--- src/rtl/fill_trk_pkg.sv ---
package fill_trk_pkg;

    typedef enum logic [1:0] {
        FB_IDLE = 2'd0,
        FB_REQ  = 2'd1,
        FB_WAIT = 2'd2,
        FB_DONE = 2'd3
    } fb_state_e;

    typedef enum logic {
        TOP_RUN   = 1'b0,
        TOP_FLUSH = 1'b1
    } trk_state_e;

endpackage

--- src/rtl/fill_beat_mask.sv ---
module fill_beat_mask #(
    parameter int unsigned LINE_BEATS = 2,
    localparam int unsigned BEAT_IW = $clog2(LINE_BEATS),
    localparam int unsigned CNT_W = BEAT_IW + 1
) (
    input  logic [BEAT_IW-1:0]    first_i,
    input  logic [CNT_W-1:0]      cnt_i,
    output logic [LINE_BEATS-1:0] mask_o
);
    // end index does not wrap: first + count
    logic [CNT_W-1:0] end_beat;
    assign end_beat = {1'b0, first_i} + cnt_i;

    for (genvar b = 0; b < LINE_BEATS; b++) begin : g_bit
        localparam logic [CNT_W-1:0] BIDX  = CNT_W'(b);
        localparam logic [CNT_W-1:0] BWRAP = CNT_W'(b + LINE_BEATS);
        // beats below the first beat are only reached after wrapping
        assign mask_o[b] = (cnt_i != '0) &&
                           (end_beat > ((first_i > BIDX[BEAT_IW-1:0]) ? BWRAP : BIDX));
    end
endmodule

--- src/rtl/fill_age_arb.sv ---
module fill_age_arb #(
    parameter int unsigned NUM_FB = 4
) (
    input  logic              clk,
    input  logic              rst_n,
    input  logic [NUM_FB-1:0] alloc_oh_i,
    input  logic              clear_i,
    input  logic [NUM_FB-1:0] busy_i,
    input  logic [NUM_FB-1:0] req_cand_i,
    input  logic [NUM_FB-1:0] rsp_cand_i,
    output logic [NUM_FB-1:0] req_sel_o,
    output logic [NUM_FB-1:0] rsp_sel_o
);
    // older_q[i][j] set: buffer j was allocated before buffer i
    logic [NUM_FB-1:0] older_q [NUM_FB];

    always_ff @(posedge clk or negedge rst_n) begin
        if (!rst_n) begin
            for (int i = 0; i < NUM_FB; i++) older_q[i] <= '0;
        end else if (clear_i) begin
            for (int i = 0; i < NUM_FB; i++) older_q[i] <= '0;
        end else begin
            for (int i = 0; i < NUM_FB; i++) begin
                if (alloc_oh_i[i]) older_q[i] <= busy_i;
            end
        end
    end

    for (genvar i = 0; i < NUM_FB; i++) begin : g_pick
        assign req_sel_o[i] = req_cand_i[i] & ~|(older_q[i] & req_cand_i);
        assign rsp_sel_o[i] = rsp_cand_i[i] & ~|(older_q[i] & rsp_cand_i);

        // age bits only point at buffers that are still allocated
        a_r4_older_busy: assert property (@(posedge clk) disable iff (!rst_n)
            busy_i[i] |-> ((older_q[i] & ~busy_i) == '0));
    end

    // at most one buffer may drive the bus
    a_r4_one_requester: assert property (@(posedge clk) disable iff (!rst_n)
        $onehot0(req_sel_o));
    // each response has a single destination
    a_r5_one_receiver: assert property (@(posedge clk) disable iff (!rst_n)
        $onehot0(rsp_sel_o));
endmodule

--- src/rtl/fill_slot.sv ---
module fill_slot
    import fill_trk_pkg::*;
#(
    parameter int unsigned LINE_BEATS = 2,
    parameter int unsigned TAG_W = 29,
    localparam int unsigned BEAT_IW = $clog2(LINE_BEATS),
    localparam int unsigned CNT_W = BEAT_IW + 1
) (
    input  logic                  clk,
    input  logic                  rst_n,
    input  logic                  alloc_i,
    input  logic [TAG_W-1:0]      alloc_tag_i,
    input  logic [BEAT_IW-1:0]    alloc_first_i,
    input  logic                  clear_i,
    input  logic                  issue_i,
    input  logic                  block_i,
    input  logic                  rsp_i,
    input  logic                  rsp_err_i,
    output fb_state_e             state_o,
    output logic [CNT_W-1:0]      ext_cnt_o,
    output logic [CNT_W-1:0]      rvd_cnt_o,
    output logic [BEAT_IW-1:0]    first_o,
    output logic [BEAT_IW-1:0]    next_off_o,
    output logic [TAG_W-1:0]      tag_o,
    output logic [LINE_BEATS-1:0] err_o
);
    localparam logic [CNT_W-1:0] FULL = CNT_W'(LINE_BEATS);

    fb_state_e             state_q, state_d;
    logic [CNT_W-1:0]      ext_q, rvd_q, ext_nxt, rvd_nxt;
    logic [BEAT_IW-1:0]    first_q, req_off, rsp_off;
    logic [TAG_W-1:0]      tag_q;
    logic [LINE_BEATS-1:0] err_q, err_d;

    assign ext_nxt = ext_q + CNT_W'(issue_i);
    assign rvd_nxt = rvd_q + CNT_W'(rsp_i);
    // offsets wrap modulo the beats per line by truncation
    assign req_off = first_q + ext_q[BEAT_IW-1:0];
    assign rsp_off = first_q + rvd_q[BEAT_IW-1:0];

    always_comb begin
        state_d = state_q;
        unique case (state_q)
            FB_IDLE: if (alloc_i) state_d = FB_REQ;
            FB_REQ: begin
                if (block_i)              state_d = (rvd_nxt == ext_q) ? FB_DONE : FB_WAIT;
                else if (ext_nxt == FULL) state_d = FB_WAIT;
            end
            FB_WAIT: if (rvd_nxt == ext_q) state_d = FB_DONE;
            FB_DONE: state_d = FB_DONE;
            default: state_d = FB_IDLE;
        endcase
        if (clear_i) state_d = FB_IDLE;
    end

    always_comb begin
        err_d = err_q;
        if (block_i)             err_d[req_off] = 1'b1;
        if (rsp_i && rsp_err_i)  err_d[rsp_off] = 1'b1;
    end

    always_ff @(posedge clk or negedge rst_n) begin
        if (!rst_n) begin
            state_q <= FB_IDLE;
            ext_q   <= '0;
            rvd_q   <= '0;
            first_q <= '0;
            tag_q   <= '0;
            err_q   <= '0;
        end else begin
            state_q <= state_d;
            if (clear_i) begin
                ext_q <= '0;
                rvd_q <= '0;
                err_q <= '0;
            end else if (state_q == FB_IDLE && alloc_i) begin
                ext_q   <= '0;
                rvd_q   <= '0;
                err_q   <= '0;
                first_q <= alloc_first_i;
                tag_q   <= alloc_tag_i;
            end else begin
                ext_q <= ext_nxt;
                rvd_q <= rvd_nxt;
                err_q <= err_d;
            end
        end
    end

    always_comb begin
        state_o    = state_q;
        ext_cnt_o  = ext_q;
        rvd_cnt_o  = rvd_q;
        first_o    = first_q;
        next_off_o = req_off;
        tag_o      = tag_q;
        err_o      = err_q;
    end

    // requested count bounded by the line length
    a_r3_ext_max: assert property (@(posedge clk) disable iff (!rst_n)
        ext_q <= FULL);
    // a full buffer is never in the requesting state
    a_r3_no_req_full: assert property (@(posedge clk) disable iff (!rst_n)
        (state_q == FB_REQ) |-> (ext_q < FULL));
    // received never overtakes requested
    a_r5_rvd_le_ext: assert property (@(posedge clk) disable iff (!rst_n)
        rvd_q <= ext_q);
    // a blocked request ends the request phase and counts nothing
    a_r7_block_stops: assert property (@(posedge clk) disable iff (!rst_n)
        (block_i && !clear_i) |=> (state_q != FB_REQ) && (ext_q == $past(ext_q)));
endmodule

--- src/rtl/fill_line_tracker.sv ---
module fill_line_tracker
    import fill_trk_pkg::*;
#(
    parameter int unsigned NUM_FB = 4,
    parameter int unsigned LINE_BEATS = 2,
    parameter int unsigned BUS_W = 32,
    parameter int unsigned ADDR_W = 32,
    localparam int unsigned OFF_W = $clog2(BUS_W / 8),
    localparam int unsigned BEAT_IW = $clog2(LINE_BEATS),
    localparam int unsigned CNT_W = BEAT_IW + 1,
    localparam int unsigned TAG_W = ADDR_W - OFF_W - BEAT_IW,
    localparam int unsigned MASK_W = NUM_FB * LINE_BEATS,
    localparam int unsigned PEND_W = $clog2(NUM_FB * LINE_BEATS + 1)
) (
    input  logic                    clk,
    input  logic                    rst_n,
    input  logic                    alloc_valid_i,
    input  logic [ADDR_W-OFF_W-1:0] alloc_addr_i,
    output logic                    alloc_ready_o,
    input  logic                    inval_i,
    output logic                    bus_req_o,
    output logic [ADDR_W-1:0]       bus_addr_o,
    input  logic                    bus_gnt_i,
    input  logic                    bus_blocked_i,
    input  logic                    bus_rvalid_i,
    input  logic                    bus_rerr_i,
    output logic [NUM_FB-1:0]       fill_busy_o,
    output logic [MASK_W-1:0]       fill_req_mask_o,
    output logic [MASK_W-1:0]       fill_rvd_mask_o,
    output logic [MASK_W-1:0]       fill_err_mask_o
);
    trk_state_e            trk_q, trk_d;
    fb_state_e             slot_st  [NUM_FB];
    logic [CNT_W-1:0]      ext_cnt  [NUM_FB];
    logic [CNT_W-1:0]      rvd_cnt  [NUM_FB];
    logic [BEAT_IW-1:0]    first_b  [NUM_FB];
    logic [BEAT_IW-1:0]    next_off [NUM_FB];
    logic [TAG_W-1:0]      tag      [NUM_FB];
    logic [LINE_BEATS-1:0] err_b    [NUM_FB];

    logic [NUM_FB-1:0] busy, req_cand, rsp_cand, req_sel, rsp_sel;
    logic [NUM_FB-1:0] alloc_oh, issue, block, rsp;
    logic              run, clear_all, issue_any;
    logic [PEND_W-1:0] pend_q;

    // tracker state register
    always_ff @(posedge clk or negedge rst_n) begin
        if (!rst_n) trk_q <= TOP_RUN;
        else        trk_q <= trk_d;
    end

    always_comb begin
        trk_d = trk_q;
        unique case (trk_q)
            TOP_RUN:   if (inval_i) trk_d = TOP_FLUSH;
            TOP_FLUSH: if (pend_q == '0) trk_d = TOP_RUN;
            default:   trk_d = TOP_RUN;
        endcase
    end

    // control and bus outputs
    always_comb begin
        logic found;
        run       = (trk_q == TOP_RUN);
        clear_all = (trk_q == TOP_FLUSH) && (pend_q == '0);
        alloc_oh  = '0;
        found     = 1'b0;
        for (int i = 0; i < NUM_FB; i++) begin
            if (!busy[i] && !found) begin
                alloc_oh[i] = alloc_valid_i & run;
                found       = 1'b1;
            end
        end
        alloc_ready_o = run & ~&busy;
        bus_req_o     = run & (|req_sel) & ~bus_blocked_i;
        block         = req_sel & {NUM_FB{run & bus_blocked_i}};
        issue         = req_sel & {NUM_FB{bus_req_o & bus_gnt_i}};
        issue_any     = |issue;
        rsp           = rsp_sel & {NUM_FB{bus_rvalid_i}};
        bus_addr_o    = '0;
        for (int i = 0; i < NUM_FB; i++) begin
            if (req_sel[i]) bus_addr_o = bus_addr_o | {tag[i], next_off[i], {OFF_W{1'b0}}};
        end
    end

    // requests outstanding on the bus
    always_ff @(posedge clk or negedge rst_n) begin
        if (!rst_n) pend_q <= '0;
        else        pend_q <= pend_q + PEND_W'(issue_any) - PEND_W'(bus_rvalid_i);
    end

    for (genvar i = 0; i < NUM_FB; i++) begin : g_slot
        fill_slot #(
            .LINE_BEATS (LINE_BEATS),
            .TAG_W      (TAG_W)
        ) u_slot (
            .clk           (clk),
            .rst_n         (rst_n),
            .alloc_i       (alloc_oh[i]),
            .alloc_tag_i   (alloc_addr_i[ADDR_W-OFF_W-1:BEAT_IW]),
            .alloc_first_i (alloc_addr_i[BEAT_IW-1:0]),
            .clear_i       (clear_all),
            .issue_i       (issue[i]),
            .block_i       (block[i]),
            .rsp_i         (rsp[i]),
            .rsp_err_i     (bus_rerr_i),
            .state_o       (slot_st[i]),
            .ext_cnt_o     (ext_cnt[i]),
            .rvd_cnt_o     (rvd_cnt[i]),
            .first_o       (first_b[i]),
            .next_off_o    (next_off[i]),
            .tag_o         (tag[i]),
            .err_o         (err_b[i])
        );

        assign busy[i]     = (slot_st[i] != FB_IDLE);
        assign req_cand[i] = (slot_st[i] == FB_REQ);
        assign rsp_cand[i] = (rvd_cnt[i] < ext_cnt[i]);

        fill_beat_mask #(.LINE_BEATS(LINE_BEATS)) u_req_mask (
            .first_i (first_b[i]),
            .cnt_i   (ext_cnt[i]),
            .mask_o  (fill_req_mask_o[i*LINE_BEATS +: LINE_BEATS])
        );
        fill_beat_mask #(.LINE_BEATS(LINE_BEATS)) u_rvd_mask (
            .first_i (first_b[i]),
            .cnt_i   (rvd_cnt[i]),
            .mask_o  (fill_rvd_mask_o[i*LINE_BEATS +: LINE_BEATS])
        );

        assign fill_err_mask_o[i*LINE_BEATS +: LINE_BEATS] = err_b[i];
        assign fill_busy_o[i] = busy[i];

        // a received beat has always been requested
        a_r6_rvd_within_req: assert property (@(posedge clk) disable iff (!rst_n)
            (fill_rvd_mask_o[i*LINE_BEATS +: LINE_BEATS] &
             ~fill_req_mask_o[i*LINE_BEATS +: LINE_BEATS]) == '0);
    end

    fill_age_arb #(.NUM_FB(NUM_FB)) u_age (
        .clk        (clk),
        .rst_n      (rst_n),
        .alloc_oh_i (alloc_oh),
        .clear_i    (clear_all),
        .busy_i     (busy),
        .req_cand_i (req_cand),
        .rsp_cand_i (rsp_cand),
        .req_sel_o  (req_sel),
        .rsp_sel_o  (rsp_sel)
    );

    logic [PEND_W-1:0] gap_sum;
    always_comb begin
        gap_sum = '0;
        for (int i = 0; i < NUM_FB; i++) begin
            if (busy[i]) gap_sum = gap_sum + PEND_W'(ext_cnt[i]) - PEND_W'(rvd_cnt[i]);
        end
    end

    // per-buffer gaps add up to the bus backlog
    a_r5_pend_matches: assert property (@(posedge clk) disable iff (!rst_n)
        pend_q == gap_sum);
    // a drained flush frees every buffer
    a_r9_flush_frees: assert property (@(posedge clk) disable iff (!rst_n)
        (trk_q == TOP_FLUSH && pend_q == '0) |=> (fill_busy_o == '0));
    // the backlog cannot grow during a flush
    a_r9_no_growth: assert property (@(posedge clk) disable iff (!rst_n)
        (trk_q == TOP_FLUSH) |=> (pend_q <= $past(pend_q)));
endmodule

--- config.mk ---
export PLATFORM = sky130hd
export DESIGN_NAME = fill_line_tracker
export DESIGN_NICKNAME = d
export VERILOG_FILES = /design/src/rtl/fill_trk_pkg.sv /design/src/rtl/fill_beat_mask.sv /design/src/rtl/fill_age_arb.sv /design/src/rtl/fill_slot.sv /design/src/rtl/fill_line_tracker.sv
export SDC_FILE = /design/constraint.sdc
export NUM_CORES = 1
export LEC_CHECK = 0
export BUFFER_PORTS_ARGS = -buffer_cell sky130_fd_sc_hd__buf_2
export CAP_MARGIN = 10
export CORE_ASPECT_RATIO = 1.25
export CORE_MARGIN = 2
export CORE_UTILIZATION = 45
export CTS_CLUSTER_SIZE = 8
export DETAILED_ROUTE_END_ITERATION = 8
export PLACE_DENSITY = 0.62
export SLEW_MARGIN = 0
export SYNTH_ARGS = -nofsm -noshare
export SYNTH_HDL_FRONTEND = slang
export SYNTH_SLANG_ARGS = --single-unit
--- constraint.sdc ---
create_clock -name clk -period 3.3 [get_ports clk]
set_clock_uncertainty 0.1 [all_clocks]
set_input_delay 0 -clock clk [delete_from_list [all_inputs] [get_ports clk]]
set_output_delay 0 -clock clk [all_outputs]
set_load 0.02 [all_outputs]
==> qor.yml, run 1 <==
rows: 55
core_mm2: 0.0182
max_clock_freq_ghz: 0.338
final_nets: 1097
path_buf_inv: 1
instances_no_fill: 1274
synth_edf_count: 0
synth_top_family_by_area: "simple AND/OR/NAND/NOR gates"
clkLatencyLatePin_ns: 0.42
die_y_um: 157
maxCapViolCount: 0
synth_area_leader_cell: "dfrtp_1"
grtUsageTotal: 0.234
synthCells: 903
area_growth_pct: 19.9
run_status: "completed"
fin_crit_sh: 0.896
ys_ff_latch: 173
p_per_area_mw_per_mm2: 986
slew_headroom: 0.460
p_leak_uw: 0.00533
routed_via_density: 5.39
drive_gt1_frac: 0.168
stdcell_area_mm2: 0.0101
grt_antenna_before_repair: 0
yosys-top-cells-count: "311 x nand2_1, 173 x dfrtp_1, 62 x a22oi_1, 54 x nor2_1, 37 x a21oi_1"
gp_congestion: 0.833
yosysMostFrequentCell: "nand2_1"
wl_per_cell_um: 17.4
crit_chain: "inv_1 > ha_1 > a211o_1 > nor4_1 > and2_1 > ha_1 > xnor2_1 > xnor2_1 > nor2_1 > a31oi_1 > a211oi_1"
cp_top_family: "simple AND/OR/NAND/NOR gates"
nFillCells: 1691
r2r_setup_slack_ns: 0.34
dieArea_mm2: 0.0198
setup-tns-final_ns: 0
drt_iter0_drc: 511
die_x_um: 126
yosysSeqAreaShare: 0.514
finalMaxSlewViolations: 0
grt_pass1_vias: 6747
synth_mux_area_frac: 0.0401
io_buffers: 97
clock_sinks: 173
grt_pass1_wl_um: 36100
critPathArrivalTime_ns: 3.17
dpl-instance-area_mm2: 0.00914
initial_core_util: 0.462
worst_path_largest_cell_delay_ns: 0.43
dp_hpwl_um: 14700
avgSynthCellArea_um2: 9.33
peakVddDrop_mv: 0.437
vias: 6862
h-tree-depth: 4
grt_overflow: 0
hold_viol: 0
placed_cells: 1206
end_kind: "flop"
ys_types: 52
grt_max_degree: 77
cts_buffers: 17
path_max_fanout: 4
startpoint_type: "flop"
async_flop_share: 1.00
synth-simple-area-share: 0.231
clk_pin_slew_worst_paths_ns: 0.07
cp_slowest_cell: "dfrtp_1"
tightest_slew_ns: 0.810
synth_top_area_frac: 0.514
synth-compound-area-share: 0.118
criticalPathCategory: "reg2reg"
drcViolationCount: 0
synth_fa_ha_area_frac: 0.0395
cts-root-buf: "clkbuf_16"
wl_um: 22200
fin_crit_ns: 2.96
antenna_cells: 0
required_ns: 3.52
synth_area_mm2: 0.00843
synthFlopType: "dfrtp_1"
detail-route-antenna-nets: 0
synth_xor_area_frac: 0.0187
cts_tree: "built"
ys_warn_count: 0
yosys-top-cells-area: "dfrtp_1 51%, nand2_1 14%, a22oi_1 5.5%"
drt_pass1_iterations: 4
setup_viol_count_final: 0
rsz0062_at_grt: "no"
ctsLongestPathBuffers: 2
hold_class: "in2reg"
ioPinCount: 100
[state kept, by name, indices dropped and copies added (netlist names)]
register	count
g_slot.u_slot.err_o	8
g_slot.u_slot.ext_cnt_o	8
g_slot.u_slot.rvd_cnt_o	8
g_slot.u_slot.tag_o	116
g_slot.u_slot.first_o	4
u_age.older_q	16
trk_q	1
pend_q	4
g_slot.u_slot.state_o	8
[where the power goes]
group / switching (µW) / internal (µW)
Combinational: 2770 / 1620
Sequential: 574 / 2930
Clock: 816 / 1250
Total: 4160 / 5800
[worst register-to-register path, delay by kind of cell, from the launching register on]
| kind | cells | cell delay [ns] |
|---|---|---|
| fa+ha+maj | 2 | 0.50 |
| flops | 1 | 0.43 |
| simple gates | 3 | 0.82 |
| xor+xnor | 2 | 0.25 |
| compound gates | 3 | 0.65 |
| buf+inv | 1 | 0.10 |
[stage by stage]
step / worst slack (ns) / hold slack (ns) / util / total power (µW)
2_1_floorplan: 0.801 / -0.396 / - / 6490
3_3_place_gp: 0.546 / -0.000576 / 0.501 / 7840
3_5_place_dp: 0.454 / -0.00325 / 0.501 / 7900
4_1_cts: 0.369 / 0.0403 / 0.554 / 10000
5_1_grt: 0.0996 / 0.113 / 0.554 / 10700
6_report: 0.342 / 0.0562 / 0.554 / 9960
[cells by family after synthesis]
group | after synthesis
buffers and inverters | 62
adder cells (fa/ha/maj) | 26
multiplexers | 30
flip-flops | 173
AO/OA/AOI/OAI | 146
XOR/XNOR | 18
AND/OR/NAND/NOR | 447
other | 1
[cell type report]
cell class              count  area [µm²]  share of cell area
inverters                  21        78.8             0.00780
flip-flops and latches    173        4330               0.428
repair buffers            151        1010               0.100
clock buffers              21         470              0.0466
clock inverters            11         140              0.0139
multi-input cells         669        3790               0.375
well taps                 228         285              0.0282
[metal layers]
| layer | track usage | wire length (µm) |
|---|---|---|
| met1 | 0.307 | 9690 |
| met2 | 0.395 | 11000 |
| met3 | 0.0438 | 1110 |
| met4 | 0.0701 | 397 |
| met5 | 0 | 0 |
[layout by cell type, fill, tap and decap left out, drive strengths merged, types with 2 or more instances in the layout]
| cell | instances |
|---|---|
| nand2 | 312 |
| dfrtp | 173 |
| buf | 115 |
| a22oi | 62 |
| nor2 | 55 |
| a21oi | 37 |
| dlygate4sd3 | 36 |
| mux2 | 30 |
| ha | 25 |
| inv | 21 |
| clkbuf | 21 |
| nand2b | 16 |
| and3 | 14 |
| xnor2 | 13 |
| o21ai | 10 |
| a211oi | 10 |
| and2 | 9 |
| nand3 | 9 |
| a31oi | 7 |
| clkinv | 7 |
| nor3 | 6 |
| nor2b | 6 |
| nor4 | 5 |
| nand4 | 5 |
| xor2 | 5 |
| a21o | 4 |
| nor4b | 3 |
| a211o | 3 |
| bufinv | 3 |
| a22o | 3 |
| or2 | 2 |
| a221oi | 2 |
| or3 | 2 |
| o21a | 2 |
| conb | 2 |
[path summary, 6_finish.rpt]
kind,to,from,cells past startpoint
min reg2reg,g_slot[0].u_slot.tag_o[17]$_DFFE_PN0P_,g_slot[0].u_slot.tag_o[17]$_DFFE_PN0P_,2
max reg2reg,g_slot[2].u_slot.state_o[0]$_DFFE_PN0P_,g_slot[2].u_slot.ext_cnt_o[1]$_DFF_PN0_,11
max in group asynchronous,g_slot[0].u_slot.ext_cnt_o[0]$_DFF_PN0_,rst_n,3
min in group asynchronous,g_slot[3].u_slot.rvd_cnt_o[1]$_DFF_PN0_,rst_n,2
max,g_slot[2].u_slot.state_o[0]$_DFFE_PN0P_,g_slot[2].u_slot.ext_cnt_o[1]$_DFF_PN0_,11
min,u_age.older_q[15]$_DFFE_PN0P_,alloc_valid_i,5
[repair_timing]
| item | in CTS | in global routing |
|---|---|---|
| endpoints found under the hold margin | 202 | 0 |
| resized for setup | 0 | 0 |
| hold buffers | 36 | 0 |
| setup buffers | 0 | 0 |
Power figures use the tool's default switching activity.
==> inputs of run 2 (changes only) <==
==> constraint.sdc (replaced) <==
create_clock -name clk -period 3.55 [get_ports clk]
set_clock_uncertainty 0.1 [all_clocks]
set_input_delay 0 -clock clk [delete_from_list [all_inputs] [get_ports clk]]
set_output_delay 0 -clock clk [all_outputs]
set_load 0.02 [all_outputs]
==> qor.yml, run 2 (synthesis gave the netlist of run 1 again) <==
run_status: "completed"
area_growth_pct: 19.7
die_x_um: 126
total_power_uw: 9230
clk_pin_slew_worst_paths_ns: 0.06
h-tree-depth: 4
end_kind: "flop"
max_clock_freq_ghz: 0.343
placed_cells: 1207
dp_hpwl_um: 14800
startpoint_type: "flop"
hold_class: "in2reg"
instances_no_fill: 1275
tightest_slew_ns: 1.01
drive_gt1_frac: 0.170
dieArea_mm2: 0.0198
rows: 55
core_mm2: 0.0182
layout_commonest_cell: "nand2_1"
drcViolationCount: 0
p_per_area_mw_per_mm2: 915
grt_antenna_before_repair: 0
finalMaxSlewViolations: 0
final_nets: 1098
cts_tree: "built"
largest_reg_flops: 116
routed_via_density: 5.34
setup_slack_ns: 0.634
ctsResizeCount: 0
required_ns: 3.78
fin_util: 0.553
drt_pass1_iterations: 5
detail-route-antenna-nets: 0
setup_viol_count_final: 0
path_max_fanout: 4
seqPwrFrac: 0.353
vias: 6803
gp_congestion: 0.897
final_cell_mix: "311 x nand2_1, 173 x dfrtp_1, 96 x buf_2"
die_y_um: 157
grt_max_degree: 81
grt_pass1_wl_um: 36300
critPathArrivalTime_ns: 3.14
criticalPathCategory: "reg2reg"
postCtsHoldBufs: 36
cts_buffers: 17
grt_overflow: 0
p_sw_uw: 3890
ctsLongestPathBuffers: 2
dp_slack_ns: 0.723
slew_headroom: 0.328
clockPowerShare: 0.207
nFillCells: 1639
antenna_cells: 0
grtUsageTotal: 0.233
peakVddDrop_mv: 0.485
initial_core_util: 0.462
fin_crit_ns: 2.92
hold_viol: 0
combPwrFrac: 0.440
fin_crit_sh: 0.821
clock_sinks: 173
maxCapViolCount: 0
p_leak_uw: 0.00530
wl_um: 22200
rsz0062_at_grt: "no"
setup-tns-final_ns: 0
wl_per_cell_um: 17.4
power_switching_share: 0.421
cts_setup_buffers: 0
io_buffers: 97
p_int_uw: 5340
clkLatencyLatePin_ns: 0.43
grt_pass1_vias: 6863
cts-root-buf: "clkbuf_16"
ioPinCount: 100
drt_iter0_drc: 369
## run 2: changes by cell type in the layout (fill, tap and decap cells not counted)
| cell | previous run | this run |
|---|---|---|
| buf_4 | 16 | 19 |
| clkinvlp_4 | 1 | 7 |
| clkbuf_8 | 3 | 1 |
| clkbuf_1 | 1 | 0 |
| buf_12 | 2 | 0 |
| clkinv_2 | 5 | 2 |
## run 2: power groups by stage
stage | Clock (µW) | Combinational, µW | Sequential (µW)
final | 1910 | 4060 | 3260
after global routing | 2030 | 4500 | 3360
after CTS | 1950 | 4080 | 3250
after detailed placement | 0 | 4020 | 3290
after global placement | 0 | 3990 | 3270
after floorplan | 0 | 2860 | 3170
## run 2: worst paths after layout
kind	from	to	slack [ns]	cells past startpoint
worst max-delay path	g_slot[2].u_slot.ext_cnt_o[1]$_DFF_PN0_	g_slot[2].u_slot.state_o[0]$_DFFE_PN0P_	0.63	10
worst min-delay path	alloc_valid_i	g_slot[1].u_slot.first_o$_DFFE_PN0P_	0.03	5
worst max register to register	g_slot[2].u_slot.ext_cnt_o[1]$_DFF_PN0_	g_slot[2].u_slot.state_o[0]$_DFFE_PN0P_	0.63	10
worst min register to register	g_slot[0].u_slot.tag_o[15]$_DFFE_PN0P_	g_slot[0].u_slot.tag_o[15]$_DFFE_PN0P_	0.38	2
max in group asynchronous	rst_n	g_slot[2].u_slot.tag_o[18]$_DFFE_PN0P_	2.25	3
min in group asynchronous	rst_n	g_slot[1].u_slot.ext_cnt_o[0]$_DFF_PN0_	0.07	2
## run 2: cell type report
class | instances | area (µm²) | area share
clock buffers | 18 | 439 | 0.0435
clock inverters | 14 | 170 | 0.0169
inverters | 21 | 78.8 | 0.00781
multi-input cells | 669 | 3790 | 0.376
flip-flops and latches | 173 | 4330 | 0.429
well taps | 228 | 285 | 0.0283
repair buffers | 152 | 995 | 0.0986
## run 2: metrics by stage
step | area, µm² | hold WS (ns)
after CTS | 10100 | 0.0139
after detailed placement | 9120 | -0.00943
after global routing | 10100 | 0.0557
final | 10100 | 0.0268
after global placement | 9120 | 0.00117
after floorplan | 8430 | -0.396
## run 2: critical path: stages, from the launching register on
cell and delay, ns:
dfrtp_1 0.43, inv_1 0.10, ha_1 0.34, a211o_1 0.26, nor4_1 0.36, and2_1 0.20, ha_1 0.25, xor2_1 0.17
nor2_1 0.19, a31oi_1 0.11, a211oi_1 0.29
## run 2: per-layer routing
layer,global-route usage,share of wire,up-vias
met5,0,0,-
met4,0.0722,0.017,0
met3,0.0394,0.044,28
met2,0.394,0.49,184
met1,0.307,0.45,3281
li1,-,-,3310
==> inputs of run 3 (changes only) <==
--- a/config.mk
+++ b/config.mk
@@ -5,6 +5,7 @@
 export SDC_FILE = /design/constraint.sdc
 export NUM_CORES = 1
 export LEC_CHECK = 0
+export ABC_AREA = 1
 export BUFFER_PORTS_ARGS = -buffer_cell sky130_fd_sc_hd__buf_2
 export CAP_MARGIN = 10
 export CORE_ASPECT_RATIO = 1.25
@@ -12,7 +13,7 @@
 export CORE_UTILIZATION = 45
 export CTS_CLUSTER_SIZE = 8
 export DETAILED_ROUTE_END_ITERATION = 8
-export PLACE_DENSITY = 0.62
+export PLACE_DENSITY = 0.65
 export SLEW_MARGIN = 0
 export SYNTH_ARGS = -nofsm -noshare
 export SYNTH_HDL_FRONTEND = slang
==> constraint.sdc (replaced) <==
create_clock -name clk -period 2.4 [get_ports clk]
set_clock_uncertainty 0.1 [all_clocks]
set_input_delay 0 -clock clk [delete_from_list [all_inputs] [get_ports clk]]
set_output_delay 0 -clock clk [all_outputs]
set_load 0.02 [all_outputs]
==> qor.yml, run 3 <==
end_kind: "flop"
synthCells: 1069
grt_pass1_vias: 7315
grt_overflow: 0
seqPwrFrac: 0.351
slew_headroom: 0.586
clk_pin_slew_worst_paths_ns: 0.06
vias: 7515
wl_met3_um: 996
power_switching_share: 0.414
area_growth_pct: 25.5
fin_crit_ns: 2.40
grt_pass1_wl_um: 36600
yosysSeqAreaShare: 0.494
grt_antenna_before_repair: 0
largest_reg_flops: 116
yosysMostFrequentCell: "nand2_1"
synth_area_mm2: 0.00876
p_int_uw: 7890
maxCapViolCount: 0
finalMaxSlewViolations: 0
run_status: "completed"
setup_viol_count_final: 0
synth_area_leader_cell: "dfrtp_1"
max_clock_freq_ghz: 0.417
final_nets: 1293
ys_ff_latch: 173
dieArea_mm2: 0.0206
ys_types: 39
hold_class: "in2async"
combPwrFrac: 0.446
grtUsageTotal: 0.223
criticalPathCategory: "reg2reg"
initial_core_util: 0.455
required_ns: 2.61
ctsLongestPathBuffers: 2
setup-tns-final_ns: 0
wl_per_cell_um: 14.9
grt_max_degree: 63
highest_layer: "met4"
m1WireLength_um: 9550
cts-root-buf: "clkbuf_16"
fin_crit_sh: 0.998
clockPowerShare: 0.203
p_sw_uw: 5570
critPathArrivalTime_ns: 2.61
dr_wl_met2_um: 11000
detail-route-antenna-nets: 0
core_mm2: 0.0193
clock_sinks: 173
layout_commonest_cell: "nand2_1"
drive_gt1_frac: 0.245
drcViolationCount: 0
yosys-top-cells-area: "dfrtp_1 49%, nand2_1 15%, inv_1 4.7%"
stdcell_area_mm2: 0.0110
die_x_um: 129
antenna_cells: 0
io_buffers: 97
p_leak_uw: 0.00551
gp_congestion: 0.953
die_y_um: 160
synth_edf_count: 0
async_flop_share: 1.00
drt_pass1_iterations: 5
rows: 57
hold_viol: 0
cts_tree: "built"
wl_um: 22000
rsz0062_at_grt: "yes"
path_max_fanout: 5
synth_top_area_frac: 0.494
seq_area_mm2: 0.00433
dp_hpwl_um: 15000
cts_buffers: 17
p_per_area_mw_per_mm2: 1220
nFillCells: 1750
ioPinCount: 100
startpoint_type: "flop"
ys_warn_count: 0
tightest_slew_ns: 0.621
drt_iter0_drc: 563
peakVddDrop_mv: 0.745
yosys-top-cells-count: "346 x nand2_1, 173 x dfrtp_1, 110 x inv_1, 66 x nor2_1"
dpl-instance-area_mm2: 0.00971
synthFlopType: "dfrtp_1"
final_cell_mix: "334 x nand2_1, 170 x dfrtp_1, 101 x inv_1"
clkLatencyLatePin_ns: 0.42
multiInputGateArea_mm2: 0.00395
routed_via_density: 5.08
h-tree-depth: 4
avgSynthCellArea_um2: 8.20
==> run 3: cell count changes in the layout (fill, tap and decap cells not counted), sizes merged, moves of 26 or more <==
cell   change
o21ai    +130
inv      +105
a22oi     -62
nand3     +48
nand2     +39
buf       +32
mux2      -29
nand4     +26
==> run 3: kinds of logic after synthesis <==
kind of cell | share of synthesized area
buf+inv | 0.0871
flops | 0.494
simple gates | 0.258
xor+xnor | 0.00600
mux | 0.00129
fa+ha+maj | 0.0380
other cells | 0.000428
compound gates | 0.115
==> run 3: worst paths after layout <==
check                                                        startpoint                                       to  slack (ns)  depth (start not counted)
worst min-delay path                                              rst_n                      pend_q[0]$_DFF_PN0_        0.04                          2
max in group asynchronous                                         rst_n  g_slot[2].u_slot.rvd_cnt_o[0]$_DFF_PN0_        1.47                          3
worst max register to register  g_slot[1].u_slot.state_o[1]$_DFFE_PN0P_  g_slot[3].u_slot.state_o[0]$_DFFE_PN0P_       0.005                         18
worst min register to register   g_slot[3].u_slot.tag_o[26]$_DFFE_PN0P_   g_slot[3].u_slot.tag_o[26]$_DFFE_PN0P_        0.38                          2
min in group clk                                           bus_rvalid_i      g_slot[1].u_slot.err_o[1]$_DFF_PN0_        0.04                          7
worst max-delay path            g_slot[1].u_slot.state_o[1]$_DFFE_PN0P_  g_slot[3].u_slot.state_o[0]$_DFFE_PN0P_       0.005                         18
==> run 3: repair_timing <==
action / 4_1_cts / 5_1_grt
hold buffers: 36 / 0
buffers inserted: 0 / 6
pin swaps: 0 / 32
resized for setup: 5 / 77
hold endpoints to repair: 309 / 0
endpoints found under the setup margin: 12 / 28
==> run 3: cell type report <==
type	count	share of cell area
clock buffer	20	0.0406
clock inverter	12	0.0124
inverter	122	0.0425
multi-input combinational	731	0.359
sequential	173	0.394
tap	236	0.0268
timing repair buffer	184	0.125
==> run 3: per-stage QoR <==
stage	util	setup WS [ns]	power [µW]	hold WS, ns	instances
floorplan	-	0.199	8480	-0.396	1070
global placement	0.504	-0.0297	10200	-0.0643	1404
detailed placement	0.504	-0.0714	10300	-0.0631	1404
CTS	0.554	0.00267	13100	0.0169	1472
global route	0.571	-0.189	14500	0.0830	1478
finish	0.571	0.00466	13500	0.0385	1478
==> run 3: worst max-delay path, cell delays in order (launching register included) <==
cell     delay (ns)
dfrtp_1        0.43
inv_2          0.12
nand2_4        0.08
nor2_4         0.13
nor2_4         0.05
nand2_2        0.07
nand4_1        0.16
nand3_4        0.19
nor2_2         0.06
ha_2           0.17
or2_4          0.23
nand3_2        0.05
nand2_1        0.05
inv_1          0.07
nand2_1        0.07
nand3_2        0.08
nand2_1        0.05
nand2_1        0.06
nand2_1        0.04
==> run 3: power by group through the flow <==
| stage | sequential [µW] | combinational [µW] | clock, µW |
|---|---|---|---|
| floorplan | 4670 | 3810 | 0 |
| global placement | 4700 | 5500 | 0 |
| detailed placement | 4720 | 5590 | 0 |
| CTS | 4680 | 5680 | 2790 |
| global route | 4880 | 6720 | 2910 |
| finish | 4720 | 6000 | 2740 |
==> run 3: metal layers <==
layer	vias up	GRT usage
met1	3522	0.298
met5	-	0
met4	0	0.0637
li1	3752	-
met2	209	0.373
met3	32	0.0395
